`src/rtl/tmr_wavegen_pkg.sv`:
```
package tmr_wavegen_pkg;

  localparam int unsigned TMR_CW = 16;

  typedef enum logic [1:0] {
    MODE_NORMAL = 2'b00,
    MODE_FREQ   = 2'b01,
    MODE_DUAL   = 2'b10,
    MODE_RSVD   = 2'b11
  } tmr_mode_e;

  typedef struct packed {
    logic [TMR_CW-1:0] nxt;
    logic              dir_down;
    logic              evt;
  } tmr_step_t;

  // One counting step: next value, next direction, and whether this step
  // is the update point (wrap or dual-slope bottom).
  function automatic tmr_step_t tmr_step(
    input tmr_mode_e         m,
    input logic [TMR_CW-1:0] c,
    input logic              dn,
    input logic [TMR_CW-1:0] per,
    input logic [TMR_CW-1:0] cmpa
  );
    tmr_step_t         r;
    logic [TMR_CW-1:0] top;
    r.nxt      = c;
    r.dir_down = dn;
    r.evt      = 1'b0;
    top        = (m == MODE_FREQ) ? cmpa : per;
    if (m == MODE_DUAL) begin
      if (dn) begin
        if (c == '0) begin
          r.nxt      = TMR_CW'(1);
          r.dir_down = 1'b0;
          r.evt      = 1'b1;
        end else begin
          r.nxt = c - TMR_CW'(1);
        end
      end else begin
        if (c >= per) begin
          r.nxt      = per - TMR_CW'(1);
          r.dir_down = 1'b1;
        end else begin
          r.nxt = c + TMR_CW'(1);
        end
      end
    end else begin
      if (c == top || c == '1) begin
        r.nxt = '0;
        r.evt = 1'b1;
      end else begin
        r.nxt = c + TMR_CW'(1);
      end
    end
    return r;
  endfunction

  // New wave level on a compare match.
  function automatic logic wave_next(
    input tmr_mode_e m,
    input logic      cur,
    input logic      dn
  );
    logic r;
    case (m)
      MODE_FREQ: r = ~cur;
      MODE_DUAL: r = dn;
      default:   r = cur;
    endcase
    return r;
  endfunction

endpackage

```
`src/rtl/tmr_wavegen_shadow.sv`:
```
module tmr_wavegen_shadow #(
  parameter int unsigned    W       = 16,
  parameter logic [W-1:0]   RST_VAL = '0
) (
  input  logic         clk,
  input  logic         rst_n,
  input  logic         wr_i,
  input  logic [W-1:0] wdata_i,
  input  logic         upd_i,
  output logic [W-1:0] buf_o,
  output logic [W-1:0] act_o
);

  logic [W-1:0] buf_q;
  logic [W-1:0] act_q;

  always_ff @(posedge clk) begin
    if (!rst_n) begin
      buf_q <= RST_VAL;
      act_q <= RST_VAL;
    end else begin
      if (upd_i) act_q <= buf_q;
      if (wr_i)  buf_q <= wdata_i;
    end
  end

  assign buf_o = buf_q;
  assign act_o = act_q;

endmodule

```
`src/rtl/tmr_wavegen_cnt.sv`:
```
module tmr_wavegen_cnt
  import tmr_wavegen_pkg::*;
#(
  parameter int unsigned CW = TMR_CW
) (
  input  logic          clk,
  input  logic          rst_n,
  input  logic          tick_i,
  input  logic          wr_cnt_i,
  input  logic [CW-1:0] wr_data_i,
  input  tmr_mode_e     mode_i,
  input  logic [CW-1:0] per_i,
  input  logic [CW-1:0] top_a_i,
  output logic [CW-1:0] cnt_o,
  output logic          dir_down_o,
  output logic          adv_o,
  output logic          upd_o,
  output logic          ovf_o
);

  logic [CW-1:0] cnt_q;
  logic          dn_q;
  logic          ovf_q;
  tmr_step_t     st;

  always_comb st = tmr_step(mode_i, cnt_q, dn_q, per_i, top_a_i);

  assign adv_o = tick_i && !wr_cnt_i;
  assign upd_o = adv_o && st.evt;

  always_ff @(posedge clk) begin
    if (!rst_n) begin
      cnt_q <= '0;
      dn_q  <= 1'b1;
      ovf_q <= 1'b0;
    end else begin
      ovf_q <= upd_o;
      if (wr_cnt_i) begin
        cnt_q <= wr_data_i;
      end else if (adv_o) begin
        cnt_q <= st.nxt;
        dn_q  <= st.dir_down;
      end
    end
  end

  assign cnt_o      = cnt_q;
  assign dir_down_o = dn_q;
  assign ovf_o      = ovf_q;

endmodule

```
`src/rtl/tmr_wavegen_chan.sv`:
```
module tmr_wavegen_chan
  import tmr_wavegen_pkg::*;
#(
  parameter int unsigned CW = TMR_CW
) (
  input  logic          clk,
  input  logic          rst_n,
  input  logic          adv_i,
  input  logic [CW-1:0] cnt_i,
  input  logic          dir_down_i,
  input  tmr_mode_e     mode_i,
  input  logic [CW-1:0] cmp_i,
  output logic          hit_o,
  output logic          wave_o
);

  logic match;
  logic hit_q;
  logic wave_q;

  assign match = adv_i && (cnt_i == cmp_i);

  always_ff @(posedge clk) begin
    if (!rst_n) begin
      hit_q  <= 1'b0;
      wave_q <= 1'b0;
    end else begin
      hit_q <= match;
      if (match) wave_q <= wave_next(mode_i, wave_q, dir_down_i);
    end
  end

  assign hit_o  = hit_q;
  assign wave_o = wave_q;

endmodule

```
`src/rtl/tmr_wavegen.sv`:
```
module tmr_wavegen
  import tmr_wavegen_pkg::*;
#(
  parameter int unsigned CNT_W  = TMR_CW,
  parameter int unsigned NUM_CH = 4,
  parameter int unsigned ADDR_W = $clog2(NUM_CH + 2)
) (
  input  logic              clk,
  input  logic              rst_n,
  input  logic              tick,
  input  logic [1:0]        mode,
  input  logic              wr_en,
  input  logic [ADDR_W-1:0] wr_addr,
  input  logic [CNT_W-1:0]  wr_data,
  output logic [CNT_W-1:0]  count_o,
  output logic              dir_down_o,
  output logic              ovf_o,
  output logic [NUM_CH-1:0] cmp_hit_o,
  output logic [NUM_CH-1:0] wave_o
);

  localparam logic [ADDR_W-1:0] ADDR_CNT = ADDR_W'(0);
  localparam logic [ADDR_W-1:0] ADDR_PER = ADDR_W'(1);
  localparam int unsigned       CH_BASE  = 2;

  tmr_mode_e       mode_e;
  logic            cnt_wr_w;
  logic            per_wr_w;
  logic            adv_w;
  logic            upd_w;
  logic [CNT_W-1:0] per_buf_w;
  logic [CNT_W-1:0] per_act_w;
  logic [CNT_W-1:0] cmp_buf_w [NUM_CH];
  logic [CNT_W-1:0] cmp_act_w [NUM_CH];
  logic [CNT_W-1:0] cmpa_act_w;

  assign mode_e     = tmr_mode_e'(mode);
  assign cnt_wr_w   = wr_en && (wr_addr == ADDR_CNT);
  assign per_wr_w   = wr_en && (wr_addr == ADDR_PER);
  assign cmpa_act_w = cmp_act_w[0];

  tmr_wavegen_shadow #(.W(CNT_W), .RST_VAL({CNT_W{1'b1}})) u_per (
    .clk     (clk),
    .rst_n   (rst_n),
    .wr_i    (per_wr_w),
    .wdata_i (wr_data),
    .upd_i   (upd_w),
    .buf_o   (per_buf_w),
    .act_o   (per_act_w)
  );

  tmr_wavegen_cnt #(.CW(CNT_W)) u_cnt (
    .clk        (clk),
    .rst_n      (rst_n),
    .tick_i     (tick),
    .wr_cnt_i   (cnt_wr_w),
    .wr_data_i  (wr_data),
    .mode_i     (mode_e),
    .per_i      (per_act_w),
    .top_a_i    (cmpa_act_w),
    .cnt_o      (count_o),
    .dir_down_o (dir_down_o),
    .adv_o      (adv_w),
    .upd_o      (upd_w),
    .ovf_o      (ovf_o)
  );

  for (genvar k = 0; k < NUM_CH; k++) begin : g_ch
    logic ch_wr;
    assign ch_wr = wr_en && (wr_addr == ADDR_W'(CH_BASE + k));

    tmr_wavegen_shadow #(.W(CNT_W), .RST_VAL('0)) u_cmp (
      .clk     (clk),
      .rst_n   (rst_n),
      .wr_i    (ch_wr),
      .wdata_i (wr_data),
      .upd_i   (upd_w),
      .buf_o   (cmp_buf_w[k]),
      .act_o   (cmp_act_w[k])
    );

    tmr_wavegen_chan #(.CW(CNT_W)) u_chan (
      .clk        (clk),
      .rst_n      (rst_n),
      .adv_i      (adv_w),
      .cnt_i      (count_o),
      .dir_down_i (dir_down_o),
      .mode_i     (mode_e),
      .cmp_i      (cmp_act_w[k]),
      .hit_o      (cmp_hit_o[k]),
      .wave_o     (wave_o[k])
    );
  end

endmodule

```
`config.mk`:
```
export PLATFORM = sky130hd
export DESIGN_NAME = tmr_wavegen
export DESIGN_NICKNAME = d
export VERILOG_FILES = /design/src/rtl/tmr_wavegen_pkg.sv /design/src/rtl/tmr_wavegen_shadow.sv /design/src/rtl/tmr_wavegen_cnt.sv /design/src/rtl/tmr_wavegen_chan.sv /design/src/rtl/tmr_wavegen.sv
export SDC_FILE = /design/constraint.sdc
export NUM_CORES = 1
export LEC_CHECK = 0
export BUFFER_PORTS_ARGS = -buffer_cell sky130_fd_sc_hd__buf_2
export CAP_MARGIN = 15
export CELL_PAD_IN_SITES_DETAIL_PLACEMENT = 1
export CELL_PAD_IN_SITES_GLOBAL_PLACEMENT = 1
export CORE_MARGIN = 2
export CORE_UTILIZATION = 42
export CTS_CLUSTER_DIAMETER = 100
export CTS_CLUSTER_SIZE = 12
export DETAILED_ROUTE_END_ITERATION = 8
export PLACE_DENSITY = 0.8
export SKIP_LAST_GASP = 1
export SLEW_MARGIN = 15
export SYNTH_ARGS = -nofsm -noshare
export SYNTH_HDL_FRONTEND = slang
export SYNTH_SLANG_ARGS = --single-unit
```
`constraint.sdc`:
```
create_clock -name clk -period 3.1 [get_ports clk]
set_input_delay 0.465 -clock clk [delete_from_list [all_inputs] [get_ports clk]]
set_output_delay 0.465 -clock clk [all_outputs]
set_load 0.01 [all_outputs]
```
==> results of run 1 <==
[final cells by class]
| class | count | share of cell area |
|---|---|---|
| timing repair buffer | 123 | 0.0784 |
| tap | 285 | 0.0325 |
| sequential | 186 | 0.339 |
| multi-input combinational | 843 | 0.487 |
| inverter | 29 | 0.0101 |
| clock inverter | 10 | 0.0123 |
| clock buffer | 20 | 0.0407 |
[synth_stat cells, types with 8 or more instances]
cell	instances
a21oi_1	78
a22oi_1	8
a31oi_1	9
buf_4	8
buf_6	11
clkbuf_1	54
dfxtp_1	186
ha_1	22
inv_1	27
mux2i_1	96
nand2_1	204
nand3_1	35
nand4_1	13
nor2_1	98
nor3_1	19
nor4_1	22
o21ai_0	19
or4_1	12
xnor2_1	49
xor2_1	65
[routing by layer]
layer / wire, um / track usage
met5: 0 / 0
met4: 1630 / 0.142
met3: 2330 / 0.0666
met2: 16500 / 0.490
met1: 15000 / 0.373
[cell usage in the layout (no fill, tap or decap), types with 4 or more instances in the layout]
cell type / n
buf_2: 50
and4_1: 5
o21ai_0: 19
o211ai_1: 4
a21oi_1: 78
nor2_1: 98
a221oi_1: 5
inv_1: 27
clkbuf_16: 17
ha_1: 22
nand3_1: 35
a21o_1: 6
buf_4: 68
nand4_1: 13
or4_1: 12
and3_1: 6
nor3_1: 19
a31oi_1: 9
mux2i_1: 96
clkinv_4: 4
xnor2_1: 49
nand4b_1: 4
dfxtp_1: 186
xor2_1: 65
buf_12: 5
or2_2: 5
nor4_1: 22
a22oi_1: 8
nand2_1: 204
o22ai_1: 7
[stage by stage]
stage | power (uW) | setup WS (ns) | TNS [ns]
global route | 6060 | 0.0102 | 0
CTS | 5870 | 0.180 | 0
finish | 5870 | 0.128 | 0
global placement | 3630 | 0.00868 | 0
detailed placement | 3650 | -0.0510 | -0.128
floorplan | 3240 | 0.254 | 0
[worst max-delay path: cells and delay by family, from the launching register on]
kind / cells / cell delay (ns)
AND/OR/NAND/NOR: 3 / 1.02
flip-flops: 1 / 0.61
multiplexers: 2 / 0.48
buffers and inverters: 2 / 0.43
XOR/XNOR: 1 / 0.15
AO/OA/AOI/OAI: 1 / 0.11
[state kept, by name, indices dropped and copies added, names as in the netlist]
signal and cells:
u_cnt.ovf_o 1, g_ch.u_cmp.buf_o 64, g_ch.u_cmp.act_o 64, g_ch.u_chan.hit_o 4, u_cnt.dir_down_o 1, u_per.buf_o 16
u_per.act_o 16, u_cnt.cnt_o 16, g_ch.u_chan.wave_o 4
[how the worst min path moves through the flow]
stage / endpoint / slack (ns) / cells past startpoint
after floorplan: g_ch[0].u_cmp.buf_o[0] / 0.44 / 2
after global placement: g_ch[0].u_cmp.buf_o[11] / 0.44 / 2
after detailed placement: g_ch[1].u_cmp.buf_o[15] / 0.45 / 2
after CTS: g_ch[3].u_cmp.buf_o[0] / 0.36 / 3
after global routing: g_ch[3].u_cmp.buf_o[0] / 0.38 / 3
final: g_ch[0].u_chan.wave_o / 0.38 / 2
[power breakdown]
group	switching, uW	total [uW]	internal, uW	leakage, uW
sequential	55.3	2500	2450	0.00151
clock	1010	2230	1220	0.000285
combinational	710	1130	424	0.00340
total	1770	5870	4100	0.00519
[cell families (layout without fill, tap and decap cells)]
kind of cell | after synthesis | count (layout) | share of synthesized area
fa+ha+maj | 22 | 22 | 0.0288
xor+xnor | 114 | 114 | 0.104
compound gates | 165 | 165 | 0.107
mux | 99 | 99 | 0.104
buf+inv | 109 | 182 | 0.0545
simple gates | 443 | 443 | 0.212
flops | 186 | 186 | 0.389
==> impl.org, run 1 <==
** Routing
- Initial DRT Pass Iterations :: 5
- DRC Markers :: 0
- Antenna Violating Nets Remaining :: 0
- Detail-routed via count per cell :: 5.91
- In the final routed layout, each cell accounts on average for approximately 24 um.
- Aggregate routed wire length :: 35.5 mm
- Starting DRT DRC Count :: 887
- Vias after detailed routing :: 8837

** Global route
- Vias in the first global route :: about 9000
- GRT overflow :: 0
- Across every metal layer, demand over resource in global routing totals 0.299.
- Entering global routing, the biggest net connects 85 pins.
- The number of antenna violations at the first check in global routing is 0.
- Global-route wire length before repair :: 54.1 mm

** CTS
- The clock tree synthesis step divided the H-tree into 4 levels.
- TritonCTS clock tree :: built
- CTS Hold Bufs :: 0
- The clock net in this run drives a total of 186 sinks.
- After clock tree synthesis, the clock-pin slew on the worst setup and hold paths is approximately 0.070 ns.
- The clock passes through at most 2 buffers.
- Later-pin clock latency in the skew report :: 0.44 ns
- The tree is rooted in a clkbuf_16.
- Buffer count from post-CTS setup fixing :: 0
- CTS Buf Count :: 17
- Post_cts resized :: 0

** Cells and area
- Once layout is complete, the cells apart from fillers number 1496.
- The repair_antennas step left the layout with diodes totalling 0.
- Summing all multi-input logic gate instances after layout gives 0.00534 mm2.
- The area growth from synthesis to layout is 14.7%.
- Final Cell Area :: 0.0110 mm2
- Nets :: ~1200
- Measured on the finished design, the core utilization comes to 0.488.
- Proportion of layout cells with a drive suffix above 1 :: 0.144
- Fill cells :: between 2000 and 3000
- Area occupied by registers :: 0.00372 mm2

** Placement
- Placer congestion estimate :: 0.993
- Count of buffers inserted at the top-level ports :: 50
- Final HPWL from detailed placement :: ~25 mm
- Standard cell area after detailed placement :: 0.0104 mm2
- In this run, placement finished with an instance count of 1466.

** STA
- Between clock sinks in the finished design, the worst skew comes to 0.0128 ns.
- Final setup violation count :: 0
- At the pin with the least slew margin, the transition time is between 0.7 and 0.8 ns.
- Final Hold Vio Count :: 0
- Dividing the final minimum period by the clock period gives 0.959.
- After layout, the minimum clock period comes to just under 3 ns.
- Worst hold slack across all endpoints :: 0.376 ns
- Setup repair after global routing left no endpoint under its margin.
- The max-slew violation count was 0.
- Based on the critical path, the design can be clocked at up to 336 MHz.
- Worst slew slack as a fraction of its limit :: 0.471

** Logic synthesis
- Number of unique standard cell types used by synthesis :: 63
- Syn. warnings :: 0
- EDFF count, synth :: 0
- Among all flip-flop cells after synthesis, the most frequent one is dfxtp_1.
- Nets in the synthesized netlist :: 1185
- Summed over all instances, the cell type with the most area after synthesis is dfxtp_1.
- Number of flip-flops and latches in the synthesized netlist :: 186
- Post-synthesis instance area :: 0.00957 mm2
- Of the post-synthesis cell area, the dominant cell type holds 0.389.
- Portion of the post-synthesis area used by sequential elements :: 0.389
- Fraction of registers with async set or reset after synthesis :: 0
- Largest cells by area after synthesis :: dfxtp_1 (39%), mux2i_1 (10%), nand2_1 (8.0%)
- Synthesis produced a netlist whose cell count is approximately 1100.
- Post-synthesis area per instance :: 8.41 um2

** Setup path
- The most critical setup path has its endpoint at u_per.act_o[11].
- Setup crit start :: u_cnt.cnt_o[13]
- The worst setup path is launched from a flop.
- On the critical path, the stage with the largest delay is an instance of dfxtp_1.
- The critical path goes through xor2_1 > nor4_1 > mux2i_1 > nor4_4 > buf_4 > o21ai_4 > buf_12 > mux2i_1 > nand2_1.
- Counting stages on the worst path, the most repeated cell is mux2i_1.
- Of all nets on the critical path, the largest fanout is 25.
- The worst setup path is captured at a flop.
- The setup path with the least slack is of type reg -> reg.
- STA puts the critical path data required time at 3.39 ns.
- Setup slack on the worst reg-to-reg path comes out at 0.13 ns.
- For this run, the slowest stage of the critical path takes 0.61 ns.
- In this run the critical register-to-register path is captured at u_per.act_o[11].
- For the worst setup path, the data arrival time is between 3 and 4 ns.
- Worst flop-to-flop path startpoint :: u_cnt.cnt_o[13]
- Number of cells on the worst reg-to-reg path :: 9

** Floorplanning
- The floorplan has 55 rows.
- The floorplan step set the die width to approximately 150 um.
- The die covers 0.0240 mm2.
- The core region is 0.0225 mm2.
- For this configuration, the core starts out at a cell density of 0.425.
- Die Height :: between 150 and 200 um
- I/O pins :: 51

** Power and ir drop
- The analysis attributes to cell leakage a power of 0.00519 uW.
- In this run the power density over the cells is 535 mW/mm2.
- Peak ir drop on the vdd network :: 0.290 mV

** Job
- Max-cap violations in this run came to 0.

** Outcome
- Result of the run :: completed

** Worst hold path
- HP Class :: in -> reg
- Hold_sp :: rst_n
Note: power is estimated with default switching activity, not from simulation.
==> run 2, diff against run 1 <==
--- a/config.mk
+++ b/config.mk
@@ -5,6 +5,7 @@
 export SDC_FILE = /design/constraint.sdc
 export NUM_CORES = 1
 export LEC_CHECK = 0
+export ABC_AREA = 1
 export BUFFER_PORTS_ARGS = -buffer_cell sky130_fd_sc_hd__buf_2
 export CAP_MARGIN = 15
 export CELL_PAD_IN_SITES_DETAIL_PLACEMENT = 1
@@ -14,7 +15,7 @@
 export CTS_CLUSTER_DIAMETER = 100
 export CTS_CLUSTER_SIZE = 12
 export DETAILED_ROUTE_END_ITERATION = 8
-export PLACE_DENSITY = 0.8
+export PLACE_DENSITY = 0.83
 export SKIP_LAST_GASP = 1
 export SLEW_MARGIN = 15
 export SYNTH_ARGS = -nofsm -noshare
==> impl.org, run 2 <==
** Outcome
- The flow ran to the end, and the final reports show no timing, DRC or antenna violations.

** Power and ir drop
- Switching component of the power :: 2060 uW
- In this run the power density over the cells is approximately 550 mW/mm2.
- Cell internal power was estimated by the tool at 3990 uW.
- Portion of total power attributed to combinational logic :: 0.199
- Across the VDD grid, the largest voltage drop is about 0.32 mV.
- Of the total power, the share spent switching nets is 0.341.
- Power share of the clock group :: 0.365
- The share of total power dissipated in sequential elements is 0.436.
- Summed over all cells, the static leakage comes to 0.00545 uW.

** Setup path
- Most repeated library cell on the critical path :: nor2_1
- At the worst endpoint, the arrival time is about 3.1 ns.
- STA classifies the critical path endpoint as a flop.
- Worst stage delay on the critical path :: 0.76 ns
- Kind of critical path :: reg -> reg
- Cell type group with the largest total delay on the critical path :: simple AND/OR/NAND/NOR gates
- In this run the worst path has a maximum fanout of 94.
- The worst setup path is launched from a flop.
- Cell-by-cell listing of the critical path :: nand2_1 > nor2_1 > nand4_1 > nor2_1 > nand4_1 > nand3_2 > nand2_2 > inv_2 > buf_12 > o21ai_0 > nor2_1
- Worst path required time :: 3.48 ns
- Cell type of the slowest stage on the worst timing path :: dfxtp_1
- In this run the register-to-register setup slack is 0.34 ns.
- The number of buffers and inverters on the critical path is 2.

** Logic synthesis
- EDFF count, synth :: 0
- Fraction of registers with async set or reset after synthesis :: 0
- Counting flops and latches in the post-synthesis netlist gives 186.
- In this run the mean area of a mapped cell was 6.75 um2.
- Most area-hungry cell type in the Yosys netlist :: dfxtp_1
- After technology mapping, the gate count stands at between 1000 and 1500.
- Yosys printed 0 warnings.
- Top_reg_cell synth :: dfxtp_1
- In this run, distinct cell masters in the synthesized netlist total 31.
- Among all cell types in the netlist, the one instantiated most often is nand2_1.
- Of the post-synthesis cell area, the dominant cell type holds 0.380.
- The number of nets handed over by synthesis was 1498.
- By count the netlist is led by nand2_1 (302), nor2_1 (246), dfxtp_1 (186), inv_1 (123), o21ai_0 (121).
- The share of the Yosys chip area taken by registers is 0.380.
- Post-synthesis instance area :: 0.00979 mm2
- Largest cells by area after synthesis :: dfxtp_1 (38%), nand2_1 (12%), nor2_1 (9.4%)

** Global route
- Met1 Track Usage GR :: 0.398
- Maximum number of pins on one net before global-route repair :: 169
- Vias in the first global route :: about 10000
- Across every metal layer, demand over resource in global routing totals 0.307.
- Global-route wire length before repair :: around 57 mm
- Routing usage on met2 :: 0.503
- The layer flagged by global routing as most heavily used is met2.
- Met3 routing resource usage after global routing :: 0.0543
- The number of antenna violations at the first check in global routing is 0.
- GRT overflow :: 0

** Worst hold path
- HP Class :: in -> reg

** Cells and area
- The library cell used most frequently in the layout, excluding fill and tap cells, is nand2_1.
- In the final layout, the share of cells above drive strength 1 is 0.0990.
- Commonest cells after routing, fill and taps aside :: nand2_1 (302), nor2_1 (245), dfxtp_1 (186), inv_1 (123), o21ai_0 (121)
- At the end of the flow, the number of nets in the layout was 1529.
- Count of antenna diodes in the layout :: 0
- The area growth from synthesis to layout is 12.0%.

** Floorplanning
- From left edge to right edge, the die measures 157 um.
- I/O pins :: around 50
- The floorplan step defined a die boundary enclosing 0.0246 mm2.
- Die Height :: around 160 um
- After floorplanning, the core was sized to cover 0.0228 mm2.
- For this configuration, the core starts out at a cell density of 0.430.
- The initialized floorplan defines 55 standard-cell rows.

** Placement
- Final HPWL from detailed placement :: 25.4 mm
- Routability-driven placement finished with a final weighted congestion of 0.979.
- Count of buffers inserted at the top-level ports :: 50

** STA
- The count of endpoints failing hold in the final timing report was 0.
- Transition at the pin with the smallest max-transition slack :: 0.677 ns
- Final Max Slew Viols :: 0
- RSZ-0062 raised after global routing :: no
- On the final layout, the worst hold slack is 0.314 ns.
- Based on the critical path, the design can be clocked at up to between 300 and 400 MHz.
- Final period util :: 0.892
- Final critical path time including I/O delays and setup :: roughly 2.8 ns
- The worst pin sits at a relative slew slack of 0.548.
- Setup violations remaining at the end of the flow were counted as 0.
- Adding up every negative setup slack in the final design gives 0 ns.
- Setup Skew :: 0.0153 ns

** CTS
- Post_cts resized :: 0
- CTS Buf Count :: 17
- Maximum buffer depth of the clock tree :: 2
- TritonCTS clock tree :: built
- Clock Sink Count :: 186
- The H-tree was split into 4 levels.
- CTS Hold Bufs :: 0
- Clock-pin slew of the registers on the worst-case setup and hold paths :: about 0.080 ns
- The tree is rooted in a clkbuf_16.
- In this run the post-CTS setup repair buffer count came out at 0.
- The clock reaches the later pin of the worst-skew pair after about 0.45 ns.

** Routing
- The first detailed-routing pass took 5 iterations.
- The routed layout has 10000 vias.
- Routed len/inst :: 20.5 um
- Antenna Violating Nets Remaining :: 0
- After detailed routing, the total wire length is ~37 mm.
- The first routing iteration left 802 violations.
- Detail-routed via count per cell :: 5.54
- DRC Markers :: 0

** Job
- Max Cap Viol :: 0
-- run 2: power groups by stage --
stage,Clock (uW),Combinational [uW],Sequential (uW)
floorplan,0,806,2640
global placement,0,1130,2690
detailed placement,0,1170,2690
CTS,2230,1190,2640
global route,2330,1330,2650
finish,2210,1200,2640
-- run 2: final timing paths --
check	start	end	cells past startpoint
worst min-delay path	wr_data[5]	g_ch[1].u_cmp.buf_o[5]	3
worst min register to register	g_ch[1].u_cmp.buf_o[13]	g_ch[1].u_cmp.buf_o[13]	2
worst max-delay path	u_cnt.cnt_o[7]	g_ch[3].u_cmp.act_o[4]	11
worst max register to register	u_cnt.cnt_o[7]	g_ch[3].u_cmp.act_o[4]	11
-- run 2: per-stage QoR --
step / cells / power (uW) / setup slack [ns] / cell area [um2] / util
2_1_floorplan: 1451 / 3440 / 0.797 / 9790 / -
3_3_place_gp: 1776 / 3820 / 0.340 / 10400 / 0.456
3_5_place_dp: 1776 / 3860 / 0.194 / 10400 / 0.456
4_1_cts: 1808 / 6050 / 0.443 / 11000 / 0.482
5_1_grt: 1808 / 6310 / 0.206 / 11000 / 0.482
6_report: 1808 / 6050 / 0.336 / 11000 / 0.482
-- run 2: worst reg2reg max path: stages (launching register included) --
cell	delay [ns]
dfxtp_1	0.76
nand2_1	0.25
nor2_1	0.24
nand4_1	0.13
nor2_1	0.13
nand4_1	0.14
nand3_2	0.14
nand2_2	0.09
inv_2	0.09
buf_12	0.28
o21ai_0	0.30
nor2_1	0.15
-- run 2: cell type report --
cell class | count | area, um2
clock buffer | 18 | 429
fill | 3041 | 11800
tap | 313 | 392
inverter | 134 | 503
multi-input combinational | 1047 | 5130
clock inverter | 14 | 158
sequential | 186 | 3720
timing repair buffer | 96 | 636
-- run 2: layer usage --
layer / part of all wire / routed length, um / vias up
met2: 0.46 / 17100 / 330
met5: 0 / 0 / -
li1: - / - / 4747
met4: 0.038 / 1420 / 0
met1: 0.44 / 16500 / 4866
met3: 0.055 / 2040 / 82
-- run 2: logic make-up (layout without fill, tap and decap cells) --
family / after synthesis / after routing / synth area share
flip-flops: 186 / 186 / 0.380
adder cells (fa/ha/maj): 22 / 22 / 0.0281
buffers and inverters: 218 / 262 / 0.0966
AO/OA/AOI/OAI: 284 / 284 / 0.156
XOR/XNOR: 60 / 60 / 0.0537
AND/OR/NAND/NOR: 681 / 681 / 0.285
==> run 3, diff against run 2 <==
--- a/config.mk
+++ b/config.mk
@@ -7,15 +7,13 @@
 export LEC_CHECK = 0
 export ABC_AREA = 1
 export BUFFER_PORTS_ARGS = -buffer_cell sky130_fd_sc_hd__buf_2
-export CAP_MARGIN = 15
-export CELL_PAD_IN_SITES_DETAIL_PLACEMENT = 1
-export CELL_PAD_IN_SITES_GLOBAL_PLACEMENT = 1
+export CAP_MARGIN = 20
 export CORE_MARGIN = 2
-export CORE_UTILIZATION = 42
+export CORE_UTILIZATION = 49
 export CTS_CLUSTER_DIAMETER = 100
 export CTS_CLUSTER_SIZE = 12
 export DETAILED_ROUTE_END_ITERATION = 8
-export PLACE_DENSITY = 0.83
+export PLACE_DENSITY = 0.73
 export SKIP_LAST_GASP = 1
 export SLEW_MARGIN = 15
 export SYNTH_ARGS = -nofsm -noshare
==> impl.org, run 3 (synthesized netlist as in run 2, its figures left out) <==
** CTS
- CTS placed an instance of clkbuf_16 at the clock tree root.
- Clock Sink Count :: between 150 and 200
- Maximum buffer depth of the clock tree :: 2
- Buffer count from post-CTS setup fixing :: 0
- Later-pin clock latency in the skew report :: 0.44 ns
- The H-tree was split into 4 levels.
- After clock tree synthesis, the clock-pin slew on the worst setup and hold paths is 0.07 ns.
- CTS Hold Bufs :: 0
- CTS Buf Count :: 17
- Gates resized during post-CTS repair numbered 0.
- TritonCTS built the clock tree.

** Floorplanning
- Site row count :: 51
- Placeable core region :: 0.0195 mm2
- For this configuration, the core starts out at a cell density of 0.502.
- Die Footprint :: 0.0211 mm2
- Die Height :: between 100 and 150 um
- Width of the die :: 145 um
- I/O pins :: 51

** STA
- Setup violations remaining at the end of the flow were counted as 0.
- For the pin with the worst max-slew slack, the measured transition is 0.677 ns.
- RSZ-0062 raised after global routing :: no
- The worst path needs 2.71 ns of the cycle, external delays included.
- Final Hold Vio Count :: 0
- Setup ws final :: between 0.3 and 0.4 ns
- Setup Skew :: around 0.0085 ns
- Final Max Slew Viols :: 0
- Aggregate negative setup slack :: 0 ns
- Final period util :: 0.875
- Timing would allow up to 369 MHz.
- Worst slew slack as a fraction of its limit :: 0.549

** Setup path
- For this design, the slowest cell found on the critical path is dfxtp_1.
- Cell-by-cell listing of the critical path :: ha_1 > nand2_1 > nor2_1 > nand4_1 > nor2_1 > nand4_1 > nand3_2 > nand2_2 > inv_2 > buf_12 > o21ai_0 > nor2_1
- The worst setup path is captured at a flop.
- Kind of critical path :: reg -> reg
- The cell that appears most often on the critical path is nor2_1.
- For the worst setup path, the data required time is 3.47 ns.
- Signal arrival time at the worst endpoint :: 3.08 ns
- Worst setup SP type :: flop
- Of all nets on the critical path, the largest fanout is 76.
- Worst stage delay on the critical path :: about 0.53 ns

** Cells and area
- Commonest cells after routing, fill and taps aside :: nand2_1 (302), nor2_1 (246), dfxtp_1 (186), inv_1 (123), o21ai_0 (121)
- In the final layout, the multi-input gates occupy ~0.0051 mm2.
- Final Cell Area :: around 0.011 mm2
- The number of antenna diodes in the final layout is 0.
- Leaving out fill and tap cells, the most frequent cell in the layout is nand2_1.
- Relative area change from synthesis to final layout :: 11.2%
- Proportion of layout cells with a drive suffix above 1 :: 0.0977
- Nets :: 1528
- Once layout is complete, the utilization of the core stands at 0.558.
- Fill cells :: 1949
- Area occupied by registers :: 0.00372 mm2

** Power and ir drop
- Summed over all nets, the switching power comes to approximately 1900 uW.
- Of the total power, the share spent switching nets is 0.327.
- Cell internal power dissipation :: 4000 uW
- Pwr Density :: between 500 and 600 mW/mm2
- Static leakage :: 0.00543 uW
- Portion of total power attributed to combinational logic :: 0.196
- Of the total power, registers draw 0.442.
- VDD sags by at most 0.401 mV.
- The share of total power dissipated in the clock network is 0.361.

** Global route
- The first global-routing pass estimated 50.0 mm of wire.
- Global routing finished with a remaining overflow of 0.
- The number of antenna violations at the first check in global routing was 0.
- Entering global routing, the biggest net connects between 150 and 200 pins.
- In the global route stage, overall resource usage came out at 0.305.
- The via count of the first global-routing pass was 8974.

** Routing
- Initial DRT Pass Iterations :: 7
- Routed len/inst :: 18.4 um
- Detail-routed via count per cell :: 5.57
- Aggregate routed wire length :: between 30 and 40 mm
- Starting DRT DRC Count :: 1152
- DRC Markers :: 0
- In this run the remaining antenna-violating nets after routing total 0.
- The routed layout has 9805 vias.

** Placement
- Final HPWL from detailed placement :: 22.0 mm
- Worst slack, placed :: 0.475 ns
- The congestion estimate from routability-driven global placement came to between 1 and 1.5.
- Count of buffers inserted at the top-level ports :: 50
- Once placement finished, the instance area stood at 0.0103 mm2.

** Job
- Across the run, the number of max-cap violations was 0.

** Worst hold path
- In this run the worst hold path is classified as in -> reg.

** Outcome
- Result of the run :: completed
run 3: final cells by class:
cell class	instances	area share
tap	265	0.0305
clock inverter	13	0.0118
clock buffer	19	0.0407
multi-input combinational	1047	0.471
timing repair buffer	95	0.0577
sequential	186	0.342
inverter	134	0.0462
run 3: final timing paths:
path,start,endpoint,slack (ns),cells after the start
worst max-delay path,u_cnt.cnt_o[0],g_ch[3].u_cmp.act_o[7],0.39,12
worst max register to register,u_cnt.cnt_o[0],g_ch[3].u_cmp.act_o[7],0.39,12
worst min-delay path,wr_data[14],u_per.buf_o[14],0.30,3
worst min register to register,g_ch[1].u_cmp.buf_o[3],g_ch[1].u_cmp.buf_o[3],0.45,2
run 3: layer usage:
metal / GRT usage / wire length, um
met4: 0.126 / 1190
met2: 0.490 / 14700
met3: 0.0508 / 2840
met5: 0 / 0
met1: 0.408 / 13600
run 3: worst max-delay path: cells and delay by family, from the launching register on:
kind	cells	cell delay, ns
flip-flops	1	0.53
adder cells (fa/ha/maj)	1	0.26
AND/OR/NAND/NOR	8	1.27
buffers and inverters	2	0.39
AO/OA/AOI/OAI	1	0.15
run 3: stage by stage:
step	total power, uW	hold WS, ns	instances
2_1_floorplan	3440	0.424	1451
3_3_place_gp	3800	0.433	1727
3_5_place_dp	3810	0.437	1727
4_1_cts	5930	0.291	1759
5_1_grt	6190	0.309	1759
6_report	5940	0.296	1759
run 3: power groups by stage:
stage          clock, uW  sequential, uW  combinational [uW]
2_1_floorplan          0            2640                 806
3_3_place_gp           0            2680                1120
3_5_place_dp           0            2680                1140
4_1_cts             2160            2620                1150
5_1_grt             2260            2640                1300
6_report            2140            2630                1160
